**src/rtl/vclass_pkg.sv**
```systemverilog
package vclass_pkg;
    parameter int WORD_W = 32;
    parameter int CLS_W  = 4;
    parameter int VAR_W  = 3;

    // field placement inside the instruction word
    parameter int SIZE_LO   = 22;
    parameter int SIZE_W    = 2;
    parameter int MRG_CPY   = 14;
    parameter int MRG_PFX   = 16;
    parameter int MRG_ZM    = 4;
    parameter int TSZ_LO    = 16;
    parameter int TSZ_W     = 5;
    parameter int TSZL_P_LO = 8;
    parameter int TSZL_U_LO = 19;
    parameter int TSZL_W    = 2;
    parameter int SHF_W     = SIZE_W + TSZL_W;
    parameter int LIMM_N    = 17;
    parameter int LIMM_HI   = 10;
    parameter int LIMM_LO   = 9;

    typedef enum logic [CLS_W-1:0] {
        CLS_PASS    = 4'd0,
        CLS_SINGLE  = 4'd1,
        CLS_SZ4     = 4'd2,
        CLS_SZ_BHS  = 4'd3,
        CLS_SZ_HSD  = 4'd4,
        CLS_SZ_SD   = 4'd5,
        CLS_COPY    = 4'd6,
        CLS_PREFIX  = 4'd7,
        CLS_PMERGE  = 4'd8,
        CLS_INDEX   = 4'd9,
        CLS_SHF_P   = 4'd10,
        CLS_SHF_U   = 4'd11,
        CLS_LOGIMM  = 4'd12
    } vclass_e;

    typedef struct packed {
        logic             ok;
        logic [VAR_W-1:0] idx;
    } vres_t;
endpackage

```
**src/rtl/vclass_bitpos.sv**
```systemverilog
// Finds the lowest (HIGH=0) or highest (HIGH=1) set bit of a vector.
module vclass_bitpos #(
    parameter int W     = 5,
    parameter bit HIGH  = 1'b0,
    parameter int POS_W = (W > 1) ? $clog2(W) : 1
) (
    input  logic [W-1:0]     vec,
    output logic [POS_W-1:0] pos,
    output logic             none
);
    assign none = ~|vec;

    generate
        if (HIGH) begin : g_top
            always_comb begin
                pos = '0;
                for (int i = 0; i < W; i++) begin
                    if (vec[i]) pos = POS_W'(i);
                end
            end
        end else begin : g_low
            always_comb begin
                pos = '0;
                for (int i = W - 1; i >= 0; i--) begin
                    if (vec[i]) pos = POS_W'(i);
                end
            end
        end
    endgenerate

    always_comb begin
        if (!none) assert (vec[pos]) else $error("bit position points at a clear bit");
    end
endmodule

```
**src/rtl/vclass_limm.sv**
```systemverilog
// Smallest legal element size for the logical-immediate class.
module vclass_limm
    import vclass_pkg::*;
(
    input  logic [WORD_W-1:0] word,
    output logic [1:0]        sel
);
    logic n_bit, hi_bit, lo_bit;

    assign n_bit  = word[LIMM_N];
    assign hi_bit = word[LIMM_HI];
    assign lo_bit = word[LIMM_LO];

    always_comb begin
        if (!n_bit && hi_bit && lo_bit) sel = 2'd0;
        else if (!n_bit && hi_bit)      sel = 2'd1;
        else if (!n_bit)                sel = 2'd2;
        else                            sel = 2'd3;
    end
endmodule

```
**src/rtl/vclass_variant.sv**
```systemverilog
module vclass_variant
    import vclass_pkg::*;
(
    input  logic              clk,
    input  logic              rst_n,
    input  logic [CLS_W-1:0]  cls_i,
    input  logic [WORD_W-1:0] word_i,
    output logic              valid_o,
    output logic [VAR_W-1:0]  variant_o
);
    localparam int TZ_W = $clog2(TSZ_W);
    localparam int TB_W = $clog2(SHF_W);

    logic [SIZE_W-1:0] size_f;
    logic [TSZ_W-1:0]  tsz_f;
    logic [SHF_W-1:0]  shf_f;
    logic [TZ_W-1:0]   tz_pos;
    logic [TB_W-1:0]   tb_pos;
    logic              tz_none, tb_none;
    logic [1:0]        limm_sel;
    vres_t             res_d, res_q;

    assign size_f = word_i[SIZE_LO +: SIZE_W];
    assign tsz_f  = word_i[TSZ_LO +: TSZ_W];
    assign shf_f  = (cls_i == CLS_SHF_P) ? {size_f, word_i[TSZL_P_LO +: TSZL_W]}
                                         : {size_f, word_i[TSZL_U_LO +: TSZL_W]};

    vclass_bitpos #(.W(TSZ_W), .HIGH(1'b0), .POS_W(TZ_W)) u_tz (
        .vec (tsz_f),
        .pos (tz_pos),
        .none(tz_none)
    );

    vclass_bitpos #(.W(SHF_W), .HIGH(1'b1), .POS_W(TB_W)) u_tb (
        .vec (shf_f),
        .pos (tb_pos),
        .none(tb_none)
    );

    vclass_limm u_limm (
        .word(word_i),
        .sel (limm_sel)
    );

    always_comb begin
        res_d.ok  = 1'b1;
        res_d.idx = '0;
        case (cls_i)
            CLS_SZ4:    res_d.idx = VAR_W'(size_f);
            CLS_SZ_BHS: begin
                res_d.ok  = (size_f != 2'd3);
                res_d.idx = VAR_W'(size_f);
            end
            CLS_SZ_HSD: begin
                res_d.ok  = (size_f != 2'd0);
                res_d.idx = VAR_W'(size_f - 2'd1);
            end
            CLS_SZ_SD:  res_d.idx = VAR_W'(word_i[SIZE_LO]);
            CLS_COPY:   res_d.idx = VAR_W'({size_f, word_i[MRG_CPY]});
            CLS_PREFIX: res_d.idx = VAR_W'({size_f, word_i[MRG_PFX]});
            CLS_PMERGE: res_d.idx = VAR_W'(word_i[MRG_ZM]);
            CLS_INDEX: begin
                res_d.ok  = !tz_none;
                res_d.idx = VAR_W'(tz_pos);
            end
            CLS_SHF_P, CLS_SHF_U: begin
                res_d.ok  = !tb_none;
                res_d.idx = VAR_W'(tb_pos);
            end
            CLS_LOGIMM: res_d.idx = VAR_W'(limm_sel);
            default:    res_d.idx = '0;
        endcase
        if (!res_d.ok) res_d.idx = '0;
    end

    always_ff @(posedge clk) begin
        if (!rst_n) res_q <= '0;
        else        res_q <= res_d;
    end

    assign valid_o   = res_q.ok;
    assign variant_o = res_q.idx;

    // ---------------- assertions ----------------
    logic started_q;
    always_ff @(posedge clk) begin
        if (!rst_n) started_q <= 1'b0;
        else        started_q <= 1'b1;
    end

    AST_BHS_REJECT: assert property (@(posedge clk) disable iff (!rst_n)
        started_q && $past(cls_i) == CLS_SZ_BHS && $past(word_i[SIZE_LO +: SIZE_W]) == 2'd3
        |-> !valid_o) else $error("BHS size 3 accepted");
    AST_HSD_OFFSET: assert property (@(posedge clk) disable iff (!rst_n)
        started_q && $past(cls_i) == CLS_SZ_HSD && $past(word_i[SIZE_LO +: SIZE_W]) != 2'd0
        |-> valid_o && variant_o == VAR_W'($past(word_i[SIZE_LO +: SIZE_W]) - 2'd1))
        else $error("HSD variant wrong");
    AST_INDEX_ZERO: assert property (@(posedge clk) disable iff (!rst_n)
        started_q && $past(cls_i) == CLS_INDEX && $past(word_i[TSZ_LO +: TSZ_W]) == '0
        |-> !valid_o) else $error("zero index field accepted");
    AST_SHIFT_RANGE: assert property (@(posedge clk) disable iff (!rst_n)
        started_q && ($past(cls_i) == CLS_SHF_P || $past(cls_i) == CLS_SHF_U)
        |-> variant_o < VAR_W'(SHF_W)) else $error("shift variant out of range");
    AST_UNKNOWN_PASS: assert property (@(posedge clk) disable iff (!rst_n)
        started_q && $past(cls_i) > CLS_LOGIMM
        |-> valid_o && variant_o == '0) else $error("unknown class not passed");
    AST_LIMM_VALID: assert property (@(posedge clk) disable iff (!rst_n)
        started_q && $past(cls_i) == CLS_LOGIMM
        |-> valid_o && variant_o < VAR_W'(4)) else $error("logical imm variant bad");
    AST_INVALID_ZERO: assert property (@(posedge clk) disable iff (!rst_n)
        !valid_o |-> variant_o == '0) else $error("invalid with nonzero variant");
endmodule

```
**config.mk**
```make
export PLATFORM = sky130hd
export DESIGN_NAME = vclass_variant
export DESIGN_NICKNAME = d
export VERILOG_FILES = /design/src/rtl/vclass_pkg.sv /design/src/rtl/vclass_bitpos.sv /design/src/rtl/vclass_limm.sv /design/src/rtl/vclass_variant.sv
export SDC_FILE = /design/constraint.sdc
export NUM_CORES = 1
export LEC_CHECK = 0
export ABC_AREA = 1
export BUFFER_PORTS_ARGS = -buffer_cell sky130_fd_sc_hd__buf_2
export CORE_MARGIN = 4
export CORE_UTILIZATION = 37
export DETAILED_ROUTE_END_ITERATION = 8
export PLACE_DENSITY = 0.86
export SLEW_MARGIN = 30
export SYNTH_ARGS = -nofsm -noshare
export SYNTH_HDL_FRONTEND = slang
export SYNTH_SLANG_ARGS = --single-unit
```
**constraint.sdc**
```tcl
create_clock -name clk -period 1.5 [get_ports clk]
set_clock_uncertainty 0.15 [all_clocks]
set_input_delay 0.15 -clock clk [delete_from_list [all_inputs] [get_ports clk]]
set_output_delay 0.15 -clock clk [all_outputs]
set_load 0.005 [all_outputs]
```
# ---- After elaboration in Yosys (flattened, before gate mapping)
# Cells that the tools add are included.
dict set report classes {
  n_reduce_logical 9
  muxes 14
  n_eq_ne 12
  n_addsub 1
}
# op count
set op_table {}
lappend op_table {{3-bit case mux with 9 select lines} 1}
lappend op_table {{4-bit equality test, second input constant} 5}
lappend op_table {{4-bit by 3-bit equality test with 1-bit output, second input constant} 4}
lappend op_table {{3-bit 2-to-1 mux} 5}
lappend op_table {{2-bit 2-to-1 mux} 5}
lappend op_table {{4-bit by 2-bit equality test with 1-bit output, second input constant} 2}
lappend op_table {{5-bit OR reduction} 1}
lappend op_table {{1-bit case mux with 4 select lines} 1}
lappend op_table {{2-bit OR reduction} 2}
lappend op_table {{4-bit OR reduction} 1}
lappend op_table {{2-bit by 1-bit subtractor with 3-bit output, second input constant} 1}
lappend op_table {{1-bit logical AND} 2}
lappend op_table {{1-bit 2-to-1 mux} 2}
lappend op_table {{2-bit != test, second input constant} 1}
lappend op_table {{2-bit AND reduction} 1}
lappend op_table {{2-bit nonzero test} 1}
lappend op_table {{1-bit zero test} 1}
dict set report word_totals {
  inputBits 38
  regBits 4
  elab_cells 38
}

# ---- Depth between registers and ports, before layout
dict set report logic_depth {
  ltp_word 6
  mapped_depth 12
  mapped_depth_nobuf 11
}

# ---- Modules after synthesis
# A second synthesis with hierarchy kept.
dict set report unflattened {
  hier_cells 104
  area_unflattened_um2 561.8
}
# module area_per_inst_um2 n_inst cells_per_inst
set modules_own_cells {}
lappend modules_own_cells {vclass_variant 460.4 1 80}
lappend modules_own_cells {{vclass_bitpos at u_tz} 46.3 1 11}
lappend modules_own_cells {{vclass_bitpos at u_tb} 36.3 1 8}
lappend modules_own_cells {vclass_limm 18.8 1 5}

# ---- Least setup slack after synthesis
# Ideal clock, no wire load.
dict set report synth_path {
  path_kind {input to register}
  startpoint {input cls_i[1]}
  endpoint {register res_q, in the netlist variant_o[2]}
  cell_stages 9
  slack_ns 0.305
  t_arrival_ns 0.928
  path_cell_list {buf_4 -> nor2_1 -> nand2_2 -> nand3_1 -> nand2_1 -> nor2_1 -> nand2_1 -> nand2_2 -> nor2_1}
}
dict set report synth_between {
  elab_chain_len 5
}
# element line
set synth_rtl {}
lappend synth_rtl {{start, declared} vclass_variant.sv:6} ;# input logic [CLS_W-1:0] cls_i,
lappend synth_rtl {{4-bit equality test} {vclass_variant.sv:25, vclass_variant.sv:48}}
lappend synth_rtl {{2-bit 2-to-1 mux} vclass_variant.sv:25} ;# assign shf_f = (cls_i == CLS_SHF_P) ? {size_f, word_i[TSZL_P_LO +: TSZL_W]}
lappend synth_rtl {{4-bit OR reduction} vclass_bitpos.sv:11} ;# assign none = ~|vec;
lappend synth_rtl {{1-bit case mux with 4 select lines} vclass_variant.sv:48} ;# case (cls_i)
lappend synth_rtl {{2-bit AND reduction (no line)} --}
lappend synth_rtl {{end signal, assigned} vclass_variant.sv:78} ;# else res_q <= res_d;
lappend synth_rtl {{end, declared} vclass_variant.sv:21} ;# vres_t res_d, res_q;
# Parallel ways exist; a longest one is shown, timed or not.
# A chain may end at the register's enable or synchronous reset.

# ---- Worst setup path after layout
dict set report layout_path {
  startpoint {input cls_i[3]}
  endpoint {register res_q, in the netlist variant_o[1]}
}
# Same word-level chain as after synthesis.

==> summary.md <==
| Metric | Value |
|---|---|
| Via/cell ratio | 4.99 |
| Clock-pin slew on the worst setup and hold paths | roughly 0.040 ns |
| Final setup fails | 0 |
| # port buffers | 21 |
| Critical path class | input port to flip-flop |
| CTS sink cnt | 4 |
| Leakage power | a little over 0.4 nW |
| Die Ht | between 40 and 50 µm |
| F_max | between 800 and 900 MHz |
| Routed Antenna Nets | 0 |
| Synth unique cells | 18 |
| Placed cell area | between 600 and 700 µm² |
| CTS root buffer | clkbuf_4 |
| Via count | between 600 and 700 |
| Startpoint types | input port |
| Sequential area share after synthesis | 0.153 |
| Average size of a mapped cell | ~5.3 µm² |
| # nets final | approximately 170 |
| Post-DP HPWL | ~1200 µm |
| GPL Wtd Cong | 0.850 |
| Die area | just over 2000 µm² |
| Non-Filler Instances | 139 |
| Maximum vdd drop | around 320 µV |
| Critical Path RT | roughly 1.5 ns |
| Synth top area share | 0.230 |
| Vias in the first global route | 600 |
| RSZ-0062 raised after global routing | no |
| # IOs | 42 |
| GRT overflow | 0 |
| Cell Pwr Density | ~560 nW/µm² |
| Largest net degree at the start of global routing | 9 |
| Starting Density | 0.396 |
| TNS Setup | 0 ns |
| Initial DRC count | 18 |
| Max_cap viols | 0 |
| TritonCTS clock tree | yes |
| CP arrival | around 1.2 ns |
| Yosys warns | 0 |
| CTS Buffer Depth | 2 |
| Ant. Diodes | 0 |
| Hold Path Origin | word_i[20] |
| Area delta synth->final | 30.0% |
| Slew HR | 0.834 |
| Layout cells sized above 1 | 0.266 |
| Slowest-stage cell, CP | or2_1 |
| PostCTS Resize Cnt | 0 |
| HP Class | input port to flip-flop |
| Slew Limit Fails | 0 |
| Crit. End Element | flip-flop |
| CP max FO | 5 |
| Cell area after layout | about 680 µm² |
| First-pass GRT wire length | around 2300 µm |
| GR Util All Layers | 0.146 |
| Top post-synthesis cells by area | nand2_1, dfxtp_1, nand3_1 |
| Total power | about 0.00038 W |
| Total CTS buffers | 3 |
| Synth Net Count | 140 |
| Hold Vio Cnt, Final | 0 |
| DRC viols | 0 |
| WL final | around 1400 µm |
| Row cnt | 13 |
| Slew @ Worst Pin | ~0.25 ns |
| # Post-CTS Setup Buffers | 0 |
| Status | complete, no violations |
| Syn Inst Count | roughly 100 |
| Setup ws final | 0.357 ns |
| H-Tree Depth | 1 |
| Chip Width | around 46 µm |
| Top cell type by total area after synthesis | nand2_1 |
| Worst path max stage delay | 0.22 ns |
| Final period utilization | 0.762 |
| Initial antenna violation count | 0 |
| #FFs+latches synth | 4 |
| Drt wl/cell | roughly 10 µm |
| Post-Syn Area | around 520 µm² |
| Dpl ws | between 0.1 and 0.15 ns |
| Hold path cells | 3 |
| Core Area | 1320 µm² |
| DR pass1 iterations | 4 |
| Crit path cell chain | buf_2 > nor2_1 > nand2_1 > or2_1 > nand2_1 > nor2_1 > nand2_1 > nand2_2 > nor2_1 |
| Minimum clock period after layout | 1.14 ns |
| Placed insts | ~140 |
| Worst Hold End | variant_o[2] |
| Cts hold-fix bufs | 1 |
-- per-layer routing --
layer | up-vias | GRT usage | part of all wire
met5 | - | 0 | 0
met4 | 0 | 0.0175 | 0
met2 | 25 | 0.265 | 0.52
met1 | 308 | 0.176 | 0.41
li1 | 361 | - | -
met3 | 0 | 0.0356 | 0.073
-- through the flow --
stage / utilization / hold slack (ns)
6_report: 0.515 / 0.0449
5_1_grt: 0.515 / 0.0812
4_1_cts: 0.515 / 0.0442
3_5_place_dp: 0.490 / 0.235
3_3_place_gp: 0.490 / 0.228
2_1_floorplan: - / 0.121
-- worst max path at each step --
stage / cells after the start / end / from / slack (ns)
after floorplan: 9 / variant_o[2] / cls_i[1] / 0.30
after global placement: 9 / variant_o[0] / cls_i[3] / 0.18
after detailed placement: 12 / variant_o[2] / cls_i[1] / 0.13
after CTS: 9 / variant_o[1] / cls_i[3] / 0.37
after global routing: 12 / variant_o[2] / cls_i[1] / 0.17
final: 9 / variant_o[1] / cls_i[3] / 0.36
-- cells in the final DEF, fill, tap and decap left out, drive strengths merged --
cell type | synthesis | routed
nand4 | 2 | 2
nor2 | 15 | 15
o21ai | 2 | 2
nor3 | 1 | 1
or2 | 1 | 1
dfxtp | 4 | 4
buf | 1 | 22
nand3 | 15 | 15
o211ai | 1 | 1
a31oi | 1 | 1
dlygate4sd3 | 0 | 1
clkbuf | 0 | 3
inv | 18 | 18
nand2 | 34 | 34
a21oi | 1 | 1
ha | 3 | 3
-- cell usage after synthesis (all sizes together) --
master and instances:
o21ai 2, nand4 2, a21oi 1, buf 1
nand2 34, a31oi 1, inv 18, ha 3
nor2 15, or2 1, o211ai 1, nand3 15
nor3 1, dfxtp 4
-- logic make-up (layout without fill, tap and decap cells) --
kind of cell | Yosys count | count (layout) | synth area share
simple gates | 68 | 68 | 0.576
buf+inv | 19 | 44 | 0.144
compound gates | 5 | 5 | 0.0552
flops | 4 | 4 | 0.153
fa+ha+maj | 3 | 3 | 0.0720
-- power breakdown --
part	total, W	switching [W]	internal, W	leakage, nW
Clock	0.000134	0.0000446	0.0000895	0.0138
Combinational	0.000132	0.0000788	0.0000533	0.361
Sequential	0.000115	0.00000143	0.000114	0.0329
-- worst max-delay path: cells and delay by family --
| kind | cells | cell delay (ns) |
|---|---|---|
| buf+inv | 1 | 0.13 |
| simple gates | 8 | 0.88 |
-- area by class of cell --
cell class                 instances  area [µm²]
clock buffer                       3        22.5
fill                             147         639
inverter                          18        67.6
multi-input combinational         76         367
sequential                         4        80.1
tap                               15        18.8
timing repair buffer              23         123
-- sequential cells by signal, summed over array words and instances, names as in the netlist --
signal and flops:
variant_o 3, valid_o 1
No activity file was read; power rests on OpenSTA's default activity.
